**src/rtl/gpio_cfg_pkg.sv**
```systemverilog
// Shared constants and types of the GPIO configuration bank.
// Assumes a 4 KB window addressed by a 12-bit byte offset.
package gpio_cfg_pkg;
    localparam int DATA_W  = 32;
    localparam int ADDR_W  = 12;
    localparam int NUM_PAD = 9;
    localparam int NUM_ID  = 12;
    localparam int PIDX_W  = $clog2(NUM_PAD);
    localparam int IIDX_W  = $clog2(NUM_ID);

    localparam logic [ADDR_W-1:0] OFF_ALTFN   = 12'h420;
    localparam logic [ADDR_W-1:0] OFF_PAD_LO  = 12'h500;
    localparam logic [ADDR_W-1:0] OFF_LOCK    = 12'h520;
    localparam logic [ADDR_W-1:0] OFF_COMMIT  = 12'h524;
    localparam logic [ADDR_W-1:0] OFF_ANALOG  = 12'h528;
    localparam logic [ADDR_W-1:0] OFF_RSV_LO  = 12'h52C;
    localparam logic [ADDR_W-1:0] OFF_ID_LO   = 12'hFD0;

    typedef enum logic [2:0] {
        SEL_NONE,
        SEL_ALTFN,
        SEL_PAD,
        SEL_LOCK,
        SEL_COMMIT,
        SEL_ID,
        SEL_RSVD
    } sel_e;
endpackage

```
**src/rtl/gpio_cfg_decode.sv**
```systemverilog
// Address decoder: classifies a bus offset into a register group and
// yields the pad-word index and identification-byte index.
// Assumes pad words are word aligned; unaligned offsets fall to SEL_NONE
// unless they lie in the reserved or identification range.
module gpio_cfg_decode
    import gpio_cfg_pkg::*;
(
    input  logic [ADDR_W-1:0] addr,
    output sel_e              sel,
    output logic [PIDX_W-1:0] pad_idx,
    output logic [IIDX_W-1:0] id_idx
);
    // Group selection and pad index from the offset
    always_comb begin
        sel     = SEL_NONE;
        pad_idx = '0;
        if (addr >= OFF_ID_LO) begin
            sel = SEL_ID;
        end else if (addr >= OFF_RSV_LO) begin
            sel = SEL_RSVD;
        end else if (addr == OFF_ALTFN) begin
            sel = SEL_ALTFN;
        end else if (addr == OFF_LOCK) begin
            sel = SEL_LOCK;
        end else if (addr == OFF_COMMIT) begin
            sel = SEL_COMMIT;
        end else if (addr == OFF_ANALOG) begin
            sel     = SEL_PAD;
            pad_idx = PIDX_W'(NUM_PAD - 1);
        end else if (addr >= OFF_PAD_LO && addr < OFF_LOCK && addr[1:0] == 2'b00) begin
            sel     = SEL_PAD;
            pad_idx = PIDX_W'((addr - OFF_PAD_LO) >> 2);
        end
    end

    // Identification byte index, one byte per word
    assign id_idx = IIDX_W'((addr - OFF_ID_LO) >> 2);
endmodule

```
**src/rtl/gpio_cfg_guard.sv**
```systemverilog
// Key lock, commit mask and the commit-masked alternate-function word.
// Assumes at most one write strobe is high per cycle.
module gpio_cfg_guard
    import gpio_cfg_pkg::*;
#(
    parameter int                W   = 8,
    parameter logic [DATA_W-1:0] KEY = 32'h0ACC_E551
) (
    input  logic              clk,
    input  logic              rst_n,
    input  logic              lock_wr,
    input  logic              commit_wr,
    input  logic              altfn_wr,
    input  logic [DATA_W-1:0] wdata,
    output logic              locked,
    output logic [W-1:0]      commit,
    output logic [W-1:0]      altfn
);
    // Lock state: only the exact key clears it
    always_ff @(posedge clk) begin
        if (!rst_n)       locked <= 1'b1;
        else if (lock_wr) locked <= (wdata != KEY);
    end

    // Commit mask: writable only while unlocked
    always_ff @(posedge clk) begin
        if (!rst_n)                     commit <= '1;
        else if (commit_wr && !locked)  commit <= wdata[W-1:0];
    end

    // Alternate-function word: per-bit update under the commit mask
    always_ff @(posedge clk) begin
        if (!rst_n)        altfn <= '0;
        else if (altfn_wr) altfn <= (altfn & ~commit) | (wdata[W-1:0] & commit);
    end
endmodule

```
**src/rtl/gpio_cfg_padfile.sv**
```systemverilog
// Pad-control register file: NUM_PAD words of W bits, word 0 resets to
// all ones and the rest to zero. Assumes idx < NUM_PAD when wr is high.
module gpio_cfg_padfile
    import gpio_cfg_pkg::*;
#(
    parameter int W = 8
) (
    input  logic                       clk,
    input  logic                       rst_n,
    input  logic                       wr,
    input  logic [PIDX_W-1:0]          idx,
    input  logic [W-1:0]               wdata,
    output logic [NUM_PAD-1:0][W-1:0]  words
);
    for (genvar i = 0; i < NUM_PAD; i++) begin : g_word
        localparam logic [W-1:0] RST_VAL = (i == 0) ? {W{1'b1}} : {W{1'b0}};
        // One pad word, loaded when its index is addressed
        always_ff @(posedge clk) begin
            if (!rst_n)                          words[i] <= RST_VAL;
            else if (wr && idx == PIDX_W'(i))    words[i] <= wdata;
        end
    end
endmodule

```
**src/rtl/gpio_cfg_bank.sv**
```systemverilog
// Top of the GPIO configuration bank: decodes the register bus, routes
// writes to the guarded and pad registers, returns registered read data
// and flags reserved or read-only-violating accesses one cycle later.
// Assumes single-cycle accesses with no back-pressure.
module gpio_cfg_bank
    import gpio_cfg_pkg::*;
#(
    parameter int                        W        = 8,
    parameter logic [DATA_W-1:0]         KEY      = 32'h0ACC_E551,
    parameter logic [NUM_ID-1:0][7:0]    ID_BYTES = 96'hB105F00D_00081047_00000000
) (
    input  logic              clk,
    input  logic              rst_n,
    input  logic              bus_en,
    input  logic              bus_wr,
    input  logic [ADDR_W-1:0] bus_addr,
    input  logic [DATA_W-1:0] bus_wdata,
    output logic [DATA_W-1:0] bus_rdata,
    output logic              bus_err,
    output logic [W-1:0]      altfn_o,
    output logic [W-1:0]      drive2_o,
    output logic [W-1:0]      drive4_o,
    output logic [W-1:0]      drive8_o,
    output logic [W-1:0]      odrain_o,
    output logic [W-1:0]      pullup_o,
    output logic [W-1:0]      pulldn_o,
    output logic [W-1:0]      slew_o,
    output logic [W-1:0]      digen_o,
    output logic [W-1:0]      analog_o
);
    sel_e                      sel;
    logic [PIDX_W-1:0]         pad_idx;
    logic [IIDX_W-1:0]         id_idx;
    logic                      wr_cyc;
    logic                      rd_cyc;
    logic                      lock_q;
    logic [W-1:0]              commit_q;
    logic [NUM_PAD-1:0][W-1:0] pads;

    assign wr_cyc = bus_en &&  bus_wr;
    assign rd_cyc = bus_en && !bus_wr;

    gpio_cfg_decode u_dec (
        .addr    (bus_addr),
        .sel     (sel),
        .pad_idx (pad_idx),
        .id_idx  (id_idx)
    );

    gpio_cfg_guard #(.W(W), .KEY(KEY)) u_guard (
        .clk       (clk),
        .rst_n     (rst_n),
        .lock_wr   (wr_cyc && sel == SEL_LOCK),
        .commit_wr (wr_cyc && sel == SEL_COMMIT),
        .altfn_wr  (wr_cyc && sel == SEL_ALTFN),
        .wdata     (bus_wdata),
        .locked    (lock_q),
        .commit    (commit_q),
        .altfn     (altfn_o)
    );

    gpio_cfg_padfile #(.W(W)) u_pads (
        .clk   (clk),
        .rst_n (rst_n),
        .wr    (wr_cyc && sel == SEL_PAD),
        .idx   (pad_idx),
        .wdata (bus_wdata[W-1:0]),
        .words (pads)
    );

    assign drive2_o = pads[0];
    assign drive4_o = pads[1];
    assign drive8_o = pads[2];
    assign odrain_o = pads[3];
    assign pullup_o = pads[4];
    assign pulldn_o = pads[5];
    assign slew_o   = pads[6];
    assign digen_o  = pads[7];
    assign analog_o = pads[8];

    // Registered read mux; zero outside read cycles
    always_ff @(posedge clk) begin
        if (!rst_n || !rd_cyc) begin
            bus_rdata <= '0;
        end else begin
            case (sel)
                SEL_ALTFN:  bus_rdata <= DATA_W'(altfn_o);
                SEL_PAD:    bus_rdata <= DATA_W'(pads[pad_idx]);
                SEL_LOCK:   bus_rdata <= DATA_W'(lock_q);
                SEL_COMMIT: bus_rdata <= DATA_W'(commit_q);
                SEL_ID:     bus_rdata <= DATA_W'(ID_BYTES[id_idx]);
                default:    bus_rdata <= '0;
            endcase
        end
    end

    // Error pulse for reserved accesses and writes to the identification bytes
    always_ff @(posedge clk) begin
        if (!rst_n) bus_err <= 1'b0;
        else        bus_err <= bus_en && (sel == SEL_RSVD || (sel == SEL_ID && bus_wr));
    end
endmodule

```
**config.mk**
```make
export PLATFORM = sky130hd
export DESIGN_NAME = gpio_cfg_bank
export DESIGN_NICKNAME = d
export VERILOG_FILES = /design/src/rtl/gpio_cfg_pkg.sv /design/src/rtl/gpio_cfg_decode.sv /design/src/rtl/gpio_cfg_guard.sv /design/src/rtl/gpio_cfg_padfile.sv /design/src/rtl/gpio_cfg_bank.sv
export SDC_FILE = /design/constraint.sdc
export NUM_CORES = 1
export LEC_CHECK = 0
export BUFFER_PORTS_ARGS = -buffer_cell sky130_fd_sc_hd__clkbuf_2
export CORE_UTILIZATION = 53
export CTS_BUF_LIST = sky130_fd_sc_hd__clkbuf_8
export CTS_CLUSTER_SIZE = 28
export DETAILED_ROUTE_END_ITERATION = 6
export PLACE_DENSITY = 0.82
export SLEW_MARGIN = 20
export SYNTH_ARGS = -nofsm -noshare
export SYNTH_HDL_FRONTEND = slang
export SYNTH_HIERARCHICAL = 1
export SYNTH_SLANG_ARGS = --single-unit
```
**constraint.sdc**
```tcl
create_clock -name clk -period 3.9 [get_ports clk]
set_clock_uncertainty 0.1 [all_clocks]
set_input_delay 0.39 -clock clk [delete_from_list [all_inputs] [get_ports clk]]
set_output_delay 0.39 -clock clk [all_outputs]
set_load 0.02 [all_outputs]
```
==> impl_results.md <==
- Gpl congestion: ~0.9
- Io pins: ~160
- Worst-path maximum fanout: 10
- Area grow syn2layout: 17.8%
- P_int: 1.38 mW
- Final ANT Viol Nets: 0
- Net Switching: between 500 and 600 uW
- Top cell type's share of synthesized area: between 30% and 40%
- DRC violation count after routing: 0
- Clock network fraction of design power: a little under two fifths
- Ant. Diodes: 0
- Post-synth cell types: 61
- Hold path depth: 3
- Cell taking the most area after synthesis: dfxtp_1
- Routed length per instance: approximately 17 um
- GRT overflow: 0
- Reg clk slew, reported paths: 100 ps
- Syn Inst Count: 574
- Worst path arrival time: about 3600 ps
- Fillers: 790
- Hold_ws: about 210 ps
- Die span in x: 101 um
- Vias in the first global route: between 4000 and 5000
- Netlist Area Pre-Place: roughly 5200 sq um
- Die span in y: around 100 um
- Max-slew violations: 0
- Setup crit start kind: input port
- Core Footprint: approximately 9400 sq um
- Setup bufs post-CTS: 0
- Post-CTS Resized: 0
- Number of synthesis warnings: 6
- Dpl hpwl: 10.9 mm
- RSZ-0062 raised after global routing: false
- Maxcap violations: 0
- Std cell rows: 35
- Top sig layer: met4
- Reg2reg path depth: 4
- Ratio of cells with drive above 1 in the final layout: 27.0%
- Area contributors post-synth: dfxtp_1, mux2i_1, nand2_1, buf_4, nand3_1
- Routed via count: ~4800
- Initial antenna violation count: 0
- Asr flop ratio synth: 0%
- Clk buf depth: 2
- CTS buffer count: 9
- Initial Util: between 50 and 60%
- Power per standard cell area: around 310 nW/um^2
- Setup_tns: 0 ps
- Pleak: ~2.8 nW
- Slowest-stage cell, CP: nand3b_1
- Switch share: between 20% and 30%
- Comb power frac: under 10%
- Outcome: complete, no violations
- Final Hold Viols: 0
- CP Class: input port to flop
- Routed met1 length: about 6.0 mm
- Crit-path cells: clkbuf_2, inv_1, ha_1, a31o_2, o221a_2, nor2_1, o31ai_2, nand2b_4, nor3_1, nor3b_4, nand3b_1, mux2i_1
- First DRT Iteration DRCs: ~460
- Slew @ Worst Pin: 742 ps
- Met3 Wirelength: ~1.1 mm
- Clock Latency Late Sink: roughly 380 ps
- Fin util: between 60% and 70%
- Sequential Power Share: around 53%
- Ys flop type: dfxtp_1
- Crit path time final: 3420 ps
- Clk root buf: clkbuf_8
- # H-tree levels: 3
- Routed wl met2: about 7 mm
- Layout Nets: about 760
- Via density: 5.80
- GR Util All Layers: 28.1%
- Hold crit path type: input port to flop
- Final Setup Violations: 0
- WL final: ~14 mm
- Post-synth EDFFs: 0
- DR pass1 iterations: 5
- Relative slew slack: between 50% and 60%
- Largest net degree at the start of global routing: 41
- CTS hold repair buffers: 0
- Worst Path Required: 4080 ps
- CP peak stage delay: 540 ps
- Fin crit share: around 90%
- CTS tree: done
- Die area: 10200 sq um
- IO Port Bufs: roughly 140
- Maximum vdd drop: around 0.00022 V
- #FFs+latches synth: a little under 100
- Avg Cell Area, Syn: about 9.1 sq um
- CP endpoint kind: flop
- CTS Sinks: between 90 and 100
- Fmax: 292 MHz
- Seq/Total Area, Yosys: a little under two fifths
- Global-route wire length before repair: between 20 and 25 mm
## cells in the final DEF (no fill, tap or decap), types with 10 or more instances in the layout
| master | Yosys | final |
|---|---|---|
| clkbuf_2 | 0 | 136 |
| a21oi_1 | 16 | 16 |
| nand2_1 | 118 | 118 |
| nand3_1 | 34 | 34 |
| inv_1 | 15 | 15 |
| dfxtp_1 | 98 | 98 |
| conb_1 | 1 | 24 |
| nor2_1 | 10 | 10 |
| buf_4 | 32 | 16 |
| mux2i_1 | 89 | 89 |
| a22oi_1 | 12 | 12 |
| o211ai_1 | 10 | 10 |
## path summary, 6_finish.rpt
kind         slack [ps]        startpoint                to
max reg2reg        2290  u_pads/words[41]      bus_rdata[1]
min reg2reg         380  u_pads/words[49]  u_pads/words[49]
min                 210            bus_en           bus_err
max                 480       bus_addr[4]  u_pads/words[14]
## metal layers
metal  vias up  global-route usage (%)
met1      2313                    35.8
li1       2240                       -
met2       258                    47.0
met4         0                    12.3
met5         -                       0
met3        34                    4.65
## registers in the layout (all words and copies together), names as in the netlist, named ones only
register and cells:
bus_err 1, u_guard/commit 8, u_pads/words 72, u_guard/locked 1, bus_rdata 8
## per-stage QoR
step / instances / power (mW) / area [sq um] / setup slack (ps)
floorplan: 597 / 1.16 / 5280 / 727
global placement: 820 / 1.21 / 5900 / 307
detailed placement: 820 / 1.21 / 5900 / 172
CTS: 836 / 1.90 / 6120 / 543
global route: 836 / 1.97 / 6120 / 210
finish: 836 / 1.90 / 6120 / 476
## kinds of logic (layout without fill, tap and decap cells)
kind of cell | after synthesis | count (layout) | share of synthesized area, %
other cells | 1 | 24 | 0.0722
buf+inv | 73 | 183 | 7.88
fa+ha+maj | 5 | 5 | 1.20
simple gates | 231 | 231 | 24.1
mux | 95 | 95 | 19.6
flops | 98 | 98 | 37.8
compound gates | 71 | 71 | 9.34
## critical path, delay by kind of cell
kind | cells | cell delay (ps)
AND/OR/NAND/NOR | 5 | 1740
AO/OA/AOI/OAI | 3 | 630
multiplexers | 1 | 310
buffers and inverters | 2 | 280
adder cells (fa/ha/maj) | 1 | 250
## power groups by stage
| stage | Combinational [mW] | Sequential [mW] | Clock [mW] |
|---|---|---|---|
| after floorplan | 0.123 | 1.04 | 0 |
| after global routing | 0.201 | 1.01 | 0.755 |
| after global placement | 0.180 | 1.03 | 0 |
| after detailed placement | 0.182 | 1.03 | 0 |
| after CTS | 0.183 | 1.01 | 0.711 |
| final | 0.186 | 1.01 | 0.709 |
## Yosys cell counts, drive strengths merged (9+ instances only)
master,count
o211ai,10
buf,45
inv,15
a22oi,12
nand3,34
dfxtp,98
mux2i,89
clkbuf,13
nor2,13
nor3,10
nand3b,9
a21oi,16
nand2,118
## layout make-up
type / instances / area (sq um) / area share, %
tap: 129 / 161 / 2.64
timing repair buffer: 152 / 801 / 13.1
clock inverter: 7 / 97.6 / 1.60
inverter: 15 / 56.3 / 0.920
sequential: 98 / 1960 / 32.1
multi-input combinational: 426 / 2920 / 47.7
clock buffer: 9 / 124 / 2.02
No activity file was read; power rests on OpenSTA's default activity.
